<file path="src/rtl/irq_bank_pkg.sv">
package irq_bank_pkg;
    localparam int SEL_W = 3;
    localparam logic [SEL_W-1:0] SEL_PKT_ST  = 3'd6;
    localparam logic [SEL_W-1:0] SEL_PKT_CTL = 3'd7;
    localparam int CTL_SRST_BIT = 2;

    typedef enum logic {
        SR_IDLE,
        SR_FIRE
    } sr_state_t;
endpackage

</file>
<file path="src/rtl/irq_stat_pair.sv">
module irq_stat_pair #(
    parameter int W = 8
) (
    input  logic           clk,
    input  logic           rst_n,
    input  logic           clr,
    input  logic [W-1:0]   ev_lo,
    input  logic [W-1:0]   ev_hi,
    input  logic           rd_clr,
    input  logic           mk_we,
    input  logic [2*W-1:0] mk_wdata,
    output logic [2*W-1:0] status,
    output logic [2*W-1:0] mask,
    output logic           pend
);
    always_ff @(posedge clk or negedge rst_n) begin
        if (!rst_n) begin
            status <= '0;
            mask   <= '0;
        end else if (clr) begin
            status <= '0;
            mask   <= '0;
        end else begin
            status <= (rd_clr ? '0 : status) | {ev_hi, ev_lo};
            if (mk_we) begin
                mask <= mk_wdata;
            end
        end
    end

    assign pend = |(status & ~mask);
endmodule

</file>
<file path="src/rtl/irq_srst_fsm.sv">
module irq_srst_fsm
    import irq_bank_pkg::*;
(
    input  logic clk,
    input  logic rst_n,
    input  logic trig,
    output logic fire
);
    sr_state_t state_q, state_d;

    always_ff @(posedge clk or negedge rst_n) begin
        if (!rst_n) begin
            state_q <= SR_IDLE;
        end else begin
            state_q <= state_d;
        end
    end

    always_comb begin
        state_d = state_q;
        unique case (state_q)
            SR_IDLE: if (trig) state_d = SR_FIRE;
            SR_FIRE: state_d = SR_IDLE;
        endcase
    end

    always_comb begin
        fire = 1'b0;
        unique case (state_q)
            SR_IDLE: fire = 1'b0;
            SR_FIRE: fire = 1'b1;
        endcase
    end
endmodule

</file>
<file path="src/rtl/irq_bank.sv">
module irq_bank
    import irq_bank_pkg::*;
#(
    parameter int NPORTS = 8
) (
    input  logic                  clk,
    input  logic                  rst_n,
    input  logic [SEL_W-1:0]      reg_sel,
    input  logic                  rd_en,
    input  logic                  wr_en,
    input  logic [2*NPORTS-1:0]   wr_data,
    output logic [2*NPORTS-1:0]   rd_data,
    input  logic [NPORTS-1:0]     link_ev,
    input  logic [NPORTS-1:0]     part_ev,
    input  logic [NPORTS-1:0]     rate_ev,
    input  logic [NPORTS-1:0]     jab_ev,
    input  logic [NPORTS-1:0]     iso_ev,
    input  logic [NPORTS-1:0]     sachg_ev,
    input  logic                  tx_done_ev,
    input  logic                  mgmt_rx_ev,
    output logic                  irq,
    output logic                  mgmt_rst
);
    localparam int DW   = 2 * NPORTS;
    localparam int NGRP = 3;

    logic [NGRP-1:0][NPORTS-1:0] ev_lo, ev_hi;
    logic [NGRP-1:0][DW-1:0]     st_arr, mk_arr;
    logic [NGRP-1:0]             pend_vec;
    logic [NGRP*DW-1:0]          st_flat, mk_flat;
    logic [1:0]                  pkt_st, pkt_mk;
    logic                        pkt_pend;
    logic                        fire;
    logic                        srst_trig;

    assign ev_lo = {iso_ev, rate_ev, link_ev};
    assign ev_hi = {sachg_ev, jab_ev, part_ev};

    for (genvar g = 0; g < NGRP; g++) begin : g_grp
        irq_stat_pair #(.W(NPORTS)) u_pair (
            .clk      (clk),
            .rst_n    (rst_n),
            .clr      (fire),
            .ev_lo    (ev_lo[g]),
            .ev_hi    (ev_hi[g]),
            .rd_clr   (rd_en && (reg_sel == SEL_W'(2*g))),
            .mk_we    (wr_en && (reg_sel == SEL_W'(2*g+1))),
            .mk_wdata (wr_data),
            .status   (st_arr[g]),
            .mask     (mk_arr[g]),
            .pend     (pend_vec[g])
        );
    end

    irq_stat_pair #(.W(1)) u_pkt (
        .clk      (clk),
        .rst_n    (rst_n),
        .clr      (fire),
        .ev_lo    (tx_done_ev),
        .ev_hi    (mgmt_rx_ev),
        .rd_clr   (rd_en && (reg_sel == SEL_PKT_ST)),
        .mk_we    (wr_en && (reg_sel == SEL_PKT_CTL)),
        .mk_wdata (wr_data[1:0]),
        .status   (pkt_st),
        .mask     (pkt_mk),
        .pend     (pkt_pend)
    );

    assign srst_trig = wr_en && (reg_sel == SEL_PKT_CTL) && wr_data[CTL_SRST_BIT];

    irq_srst_fsm u_srst (
        .clk   (clk),
        .rst_n (rst_n),
        .trig  (srst_trig),
        .fire  (fire)
    );

    always_comb begin
        rd_data = '0;
        for (int g = 0; g < NGRP; g++) begin
            if (reg_sel == SEL_W'(2*g))   rd_data = st_arr[g];
            if (reg_sel == SEL_W'(2*g+1)) rd_data = mk_arr[g];
        end
        if (reg_sel == SEL_PKT_ST)  rd_data = DW'(pkt_st);
        if (reg_sel == SEL_PKT_CTL) rd_data = DW'({fire, pkt_mk});
    end

    assign st_flat  = st_arr;
    assign mk_flat  = mk_arr;
    assign irq      = (|pend_vec) | pkt_pend;
    assign mgmt_rst = fire;
endmodule

</file>
<file path="config.mk">
export PLATFORM = sky130hd
export DESIGN_NAME = irq_bank
export DESIGN_NICKNAME = d
export VERILOG_FILES = /design/src/rtl/irq_bank_pkg.sv /design/src/rtl/irq_stat_pair.sv /design/src/rtl/irq_srst_fsm.sv /design/src/rtl/irq_bank.sv
export SDC_FILE = /design/constraint.sdc
export NUM_CORES = 1
export LEC_CHECK = 0
export ABC_AREA = 1
export BUFFER_PORTS_ARGS = -buffer_cell sky130_fd_sc_hd__buf_2
export CAP_MARGIN = 20
export CORE_MARGIN = 2
export CORE_UTILIZATION = 30
export DETAILED_ROUTE_END_ITERATION = 8
export GPL_TIMING_DRIVEN = 0
export SYNTH_ARGS = -nofsm -noshare
export SYNTH_HDL_FRONTEND = slang
export SYNTH_SLANG_ARGS = --single-unit
</file>
<file path="constraint.sdc">
create_clock -name clk -period 2.7 [get_ports clk]
set_input_delay 0.405 -clock clk [delete_from_list [all_inputs] [get_ports clk]]
set_output_delay 0.405 -clock clk [all_outputs]
set_load 0.01 [all_outputs]
</file>
Word-level counts from Yosys, hierarchy flattened
Index checks and enable logic that the tools add are counted.
{"block": "op_classes", "n_eq_ne": 7, "muxes": 27, "bitwise_logic": 14, "n_reduce_logical": 16}
{"cell": "$mux 16", "count": 20}
{"cell": "$and 16x16->16", "count": 3}
{"cell": "$not 16->16", "count": 3}
{"cell": "$or 16x16->16", "count": 3}
{"cell": "$reduce_or 48->1", "count": 1}
{"cell": "$eq 3x3->1 const B", "count": 4}
{"cell": "$logic_and 1x1->1", "count": 9}
{"cell": "$mux 2", "count": 4}
{"cell": "$reduce_bool 2->1", "count": 4}
{"cell": "$eq 3x2->1 const B", "count": 2}
{"cell": "$pmux 1 s2", "count": 2}
{"cell": "$eq 3x1->1 const B", "count": 1}
{"cell": "$logic_not 3->1", "count": 1}
{"cell": "$and 2x2->2", "count": 1}
{"cell": "$not 2->2", "count": 1}
{"cell": "$or 2x2->2", "count": 1}
{"cell": "$reduce_or 2->1", "count": 1}
{"cell": "$mux 1", "count": 1}
{"cell": "$not 1->1", "count": 1}
{"cell": "$or 1x1->1", "count": 1}
{"block": "totals", "reg_bits": 101, "input_bits": 73, "output_inout_bits": 18, "wordCells": 73}

Longest topological paths before layout
{"block": "depth", "ltp_word": 9, "depth_mapped": 9, "mapped_depth_nobuf": 7}

Modules after synthesis
A second synthesis with hierarchy kept.
{"block": "unflattened", "hier_cells": 704, "area_unflattened_um2": 5382.7}
{"mod": "irq_stat_pair (g_grp[0].u_pair ...)", "instances": 3, "cells_per_inst": 158, "area_each_um2": 1406.3, "seq_area_each_um2": 800.8}
{"mod": "irq_bank", "instances": 1, "cells_per_inst": 204, "area_each_um2": 948.4, "seq_area_each_um2": 0.0}
{"mod": "irq_stat_pair (u_pkt)", "instances": 1, "cells_per_inst": 23, "area_each_um2": 180.2, "seq_area_each_um2": 100.1}
{"mod": "irq_srst_fsm", "instances": 1, "cells_per_inst": 3, "area_each_um2": 35.0, "seq_area_each_um2": 25.0}

Least setup slack after synthesis
No wires, ideal clock.
{"block": "synth_timing", "kind": "input port to output port", "start": "in reg_sel[0]", "end": "out rd_data[4]", "arrival_ps": 1362, "required_ps": 2295, "path_slack_ps": 933, "cell_stages": 9, "path_buffers": 2, "path_cell_list": "buf_6 nor2_4 nand2_1 buf_4 nor2_1 a21oi_1 nand3_1 nor2_1 nor2_1"}
{"block": "synth_via", "elab_chain_len": 9, "word_cells_on_any_way": 16, "classes_between": "eq/ne: 7; mux: 8; reduce/logical: 1"}
{"element": "start: declaration", "line": "irq_bank.sv:8", "source": "input logic [SEL_W-1:0] reg_sel,"}
{"element": "$logic_not 3->1", "line": "irq_bank.sv:81", "source": "if (reg_sel == SEL_W'(2*g)) rd_data = st_arr[g];"}
{"element": "$mux 16", "line": "irq_bank.sv:81"}
{"element": "$mux 16", "line": "irq_bank.sv:82", "source": "if (reg_sel == SEL_W'(2*g+1)) rd_data = mk_arr[g];"}
{"element": "$mux 16", "line": "irq_bank.sv:81"}
{"element": "$mux 16", "line": "irq_bank.sv:82"}
{"element": "$mux 16", "line": "irq_bank.sv:81"}
{"element": "$mux 16", "line": "irq_bank.sv:82"}
{"element": "$mux 16", "line": "irq_bank.sv:84", "source": "if (reg_sel == SEL_PKT_ST) rd_data = DW'(pkt_st);"}
{"element": "$mux 16 (*)", "line": "irq_bank.sv:85", "source": "if (reg_sel == SEL_PKT_CTL) rd_data = DW'({fire, pkt_mk});"}
{"element": "end: declaration", "line": "irq_bank.sv:12", "source": "output logic [2*NPORTS-1:0] rd_data,"}
Every way passes the cells marked *; elsewhere a longest branch is shown, timed or not.

Final worst setup path
{"block": "layout_timing", "start": "in reg_sel[1]", "end": "out rd_data[6]"}
The elaborated chain is that of the path after synthesis.

==> results.toml <==
[outcome]
status = "finished clean"

[cells_and_area]
layout_commonest_cell = "nand2_1"
diodes = 0
final_cell_mix = "nand2_1 (147), nor2_1 (129), dfrtp_1 (101)"
fillers = 1856
drive_above_1_share_pct = 18.0
nets = 857
area_growth_syn_to_layout_pct = 20.2
finalInstanceArea_mm2 = 0.00620
final_util_pct = 37.1

[timing]
setup_viol = 0
clock.fmax_mhz = 467
setup-tns-final_ns = 0
drv_slew = 0
timing.hold.ws_ns = 0.0232
rsz0062_at_grt = "no"
period_share_pct = 79.3
maxSlewHeadroom_pct = 55.3
worst_pin_slew_ns = 0.670
skew_ns = 0.00795
hold_violations = 0
fin_crit_ns = 2.14

[die]
coreArea_mm2 = 0.0167
io-pin-count = 91
start_util_pct = 30.9
die_area_mm2 = 0.0183
dieWidth_um = 135
die_h_um = 135
row_count = 47

[clock_network]
postCtsSetupRepairBufs = 0
cts_sinks = 101
cts_resized = 0
cts_tree = "yes"
ctsHoldBuffers = 0
numCtsBuffers = 9
cts_max_level = 3
clock_latency_ns = 0.36
root_buffer = "clkbuf_16"
clk_pin_slew_ns = 0.07
cts_buffer_depth = 2

[pwr]
power_density_mw_per_mm2 = 622
vdd_drop_max_v = 0.000339
p_leak_nw = 3.11

[synth]
netlist-cell-type-count = 28
ys.flop_type = "dfrtp_1"
synth_edf_count = 0
syn_inst = 685
synthXorXnorAreaFrac_pct = 0
yosys_warnings = 0
synth_top_family_by_area = "simple AND/OR/NAND/NOR gates"
async_flop_share_pct = 100
synth_top_area_share_pct = 49.0
synth_area_mm2 = 0.00516
yosys.area_share.adder_pct = 0
synth_area_per_cell_um2 = 7.53
synth_area_leaders = "dfrtp_1 (49%), nand2_1 (11%), nor2_1 (9.4%)"
synthesis.nets = 758
yosys.area.top_type = "dfrtp_1"
synthMuxAreaShare_pct = 0.873
yosysSeqAreaShare_pct = 49.0
synth_compound_area_share_pct = 13.3
ys_seq_elements = 101
synthSimpleGateAreaFrac_pct = 26.3

[setup_path]
arrival_ns = 1.74
reg2reg_depth = 3
crit_path_end_kind = "output pin"
cp.required_ns = 2.30
startpoint_type = "primary input"
cp_max_fo = 10
worstSetupPathType = "in2out"

[detailed_routing]
drt_first_pass_iters = 5
vias_per_cell = 4.68
ant_nets = 0
wire_per_inst_um = 15.5
drc_errors = 0
routed_wl_um = 15600
first_iter_violations = 423
vias = 4724

[placement]
placed_area_mm2 = 0.00590
gp_congestion = 0.843
hpwl_um = 12000
port_buffers = 87

[worst_hold_path]
min_path_type = "in2async"

[global_routing]
grt_pass1_wl_um = 24200
grt_max_degree = 65
grt-ovfl-total = 0
grt_usage_pct = 17.6
antenna_found_initial = 0
grt_pass1_vias = 4564

[flow_run]
cap_violations = 0
-- layout make-up --
cell class / instances / area, µm² / share of cell area (%)
clock inverter: 6 / 62.6 / 1.01
buffer: 29 / 189 / 3.05
tap: 220 / 275 / 4.44
sequential: 101 / 2530 / 40.8
inverter: 93 / 352 / 5.67
timing repair buffer: 88 / 465 / 7.51
clock buffer: 10 / 239 / 3.85
multi-input combinational: 462 / 2090 / 33.7
-- metrics by stage --
stage	std cells	worst slack, ns	total power [mW]
after CTS	1009	0.579	3.90
final	1009	0.559	3.86
after detailed placement	993	0.583	2.56
after global routing	1009	0.453	4.06
after floorplan	685	0.933	2.27
after global placement	992	0.0288	2.53
-- worst max-delay path, cell delays in order --
cell and delay (ns):
buf_6 0.11, inv_2 0.11, nor3_4 0.25, buf_2 0.30, nand2_1 0.07, nand3_1 0.12, nor2_1 0.05, nor2_1 0.15
buf_2 0.16
-- per-layer routing --
| metal | global-route usage [%] | share of wire [%] |
|---|---|---|
| met4 | 3.13 | 0.72 |
| met3 | 3.78 | 4.7 |
| met5 | 0 | 0 |
| met2 | 29.5 | 48 |
| met1 | 23.8 | 46 |
-- final timing paths --
path / start / to / slack (ns)
setup / recovery: reg_sel[1] / rd_data[6] / 0.56
hold / removal: rst_n / g_grp[0].u_pair.status[11] / 0.02
setup reg to reg: u_srst.state_q / g_grp[1].u_pair.status[7] / 1.02
hold reg to reg: g_grp[0].u_pair.status[10] / g_grp[0].u_pair.status[10] / 0.51
max in group asynchronous: rst_n / g_grp[2].u_pair.status[1] / 1.97
min in group clk: iso_ev[4] / g_grp[2].u_pair.status[4] / 0.25
-- registers in the layout, summed over array words and instances, names as in the netlist --
register,flops
g_grp.u_pair.mask,48
g_grp.u_pair.status,48
u_pkt.mask,2
u_pkt.status,2
u_srst.state_q,1
-- cells by family after synthesis --
logic type | after synthesis
buffers and inverters | 122
multiplexers | 4
flip-flops | 101
AND/OR/NAND/NOR | 325
AO/OA/AOI/OAI | 133
-- synth_stat cells, types with 4 or more instances --
library cell / instances
buf_2: 7
nand3_1: 27
nand4_1: 11
buf_4: 7
o22ai_1: 5
nand2_1: 147
mux2_2: 4
clkbuf_1: 7
o21ai_1: 14
buf_6: 6
nor2_1: 129
inv_1: 91
dfrtp_1: 101
a21oi_1: 67
o21ai_0: 45
-- power breakdown --
part | switching [mW] | internal, mW | leakage, nW | total [mW]
combinational | 0.420 | 0.262 | 1.86 | 0.682
sequential | 0.131 | 1.71 | 1.11 | 1.84
clock | 0.593 | 0.741 | 0.140 | 1.33
total | 1.14 | 2.72 | 3.11 | 3.86
Power figures use the tool's default switching activity.
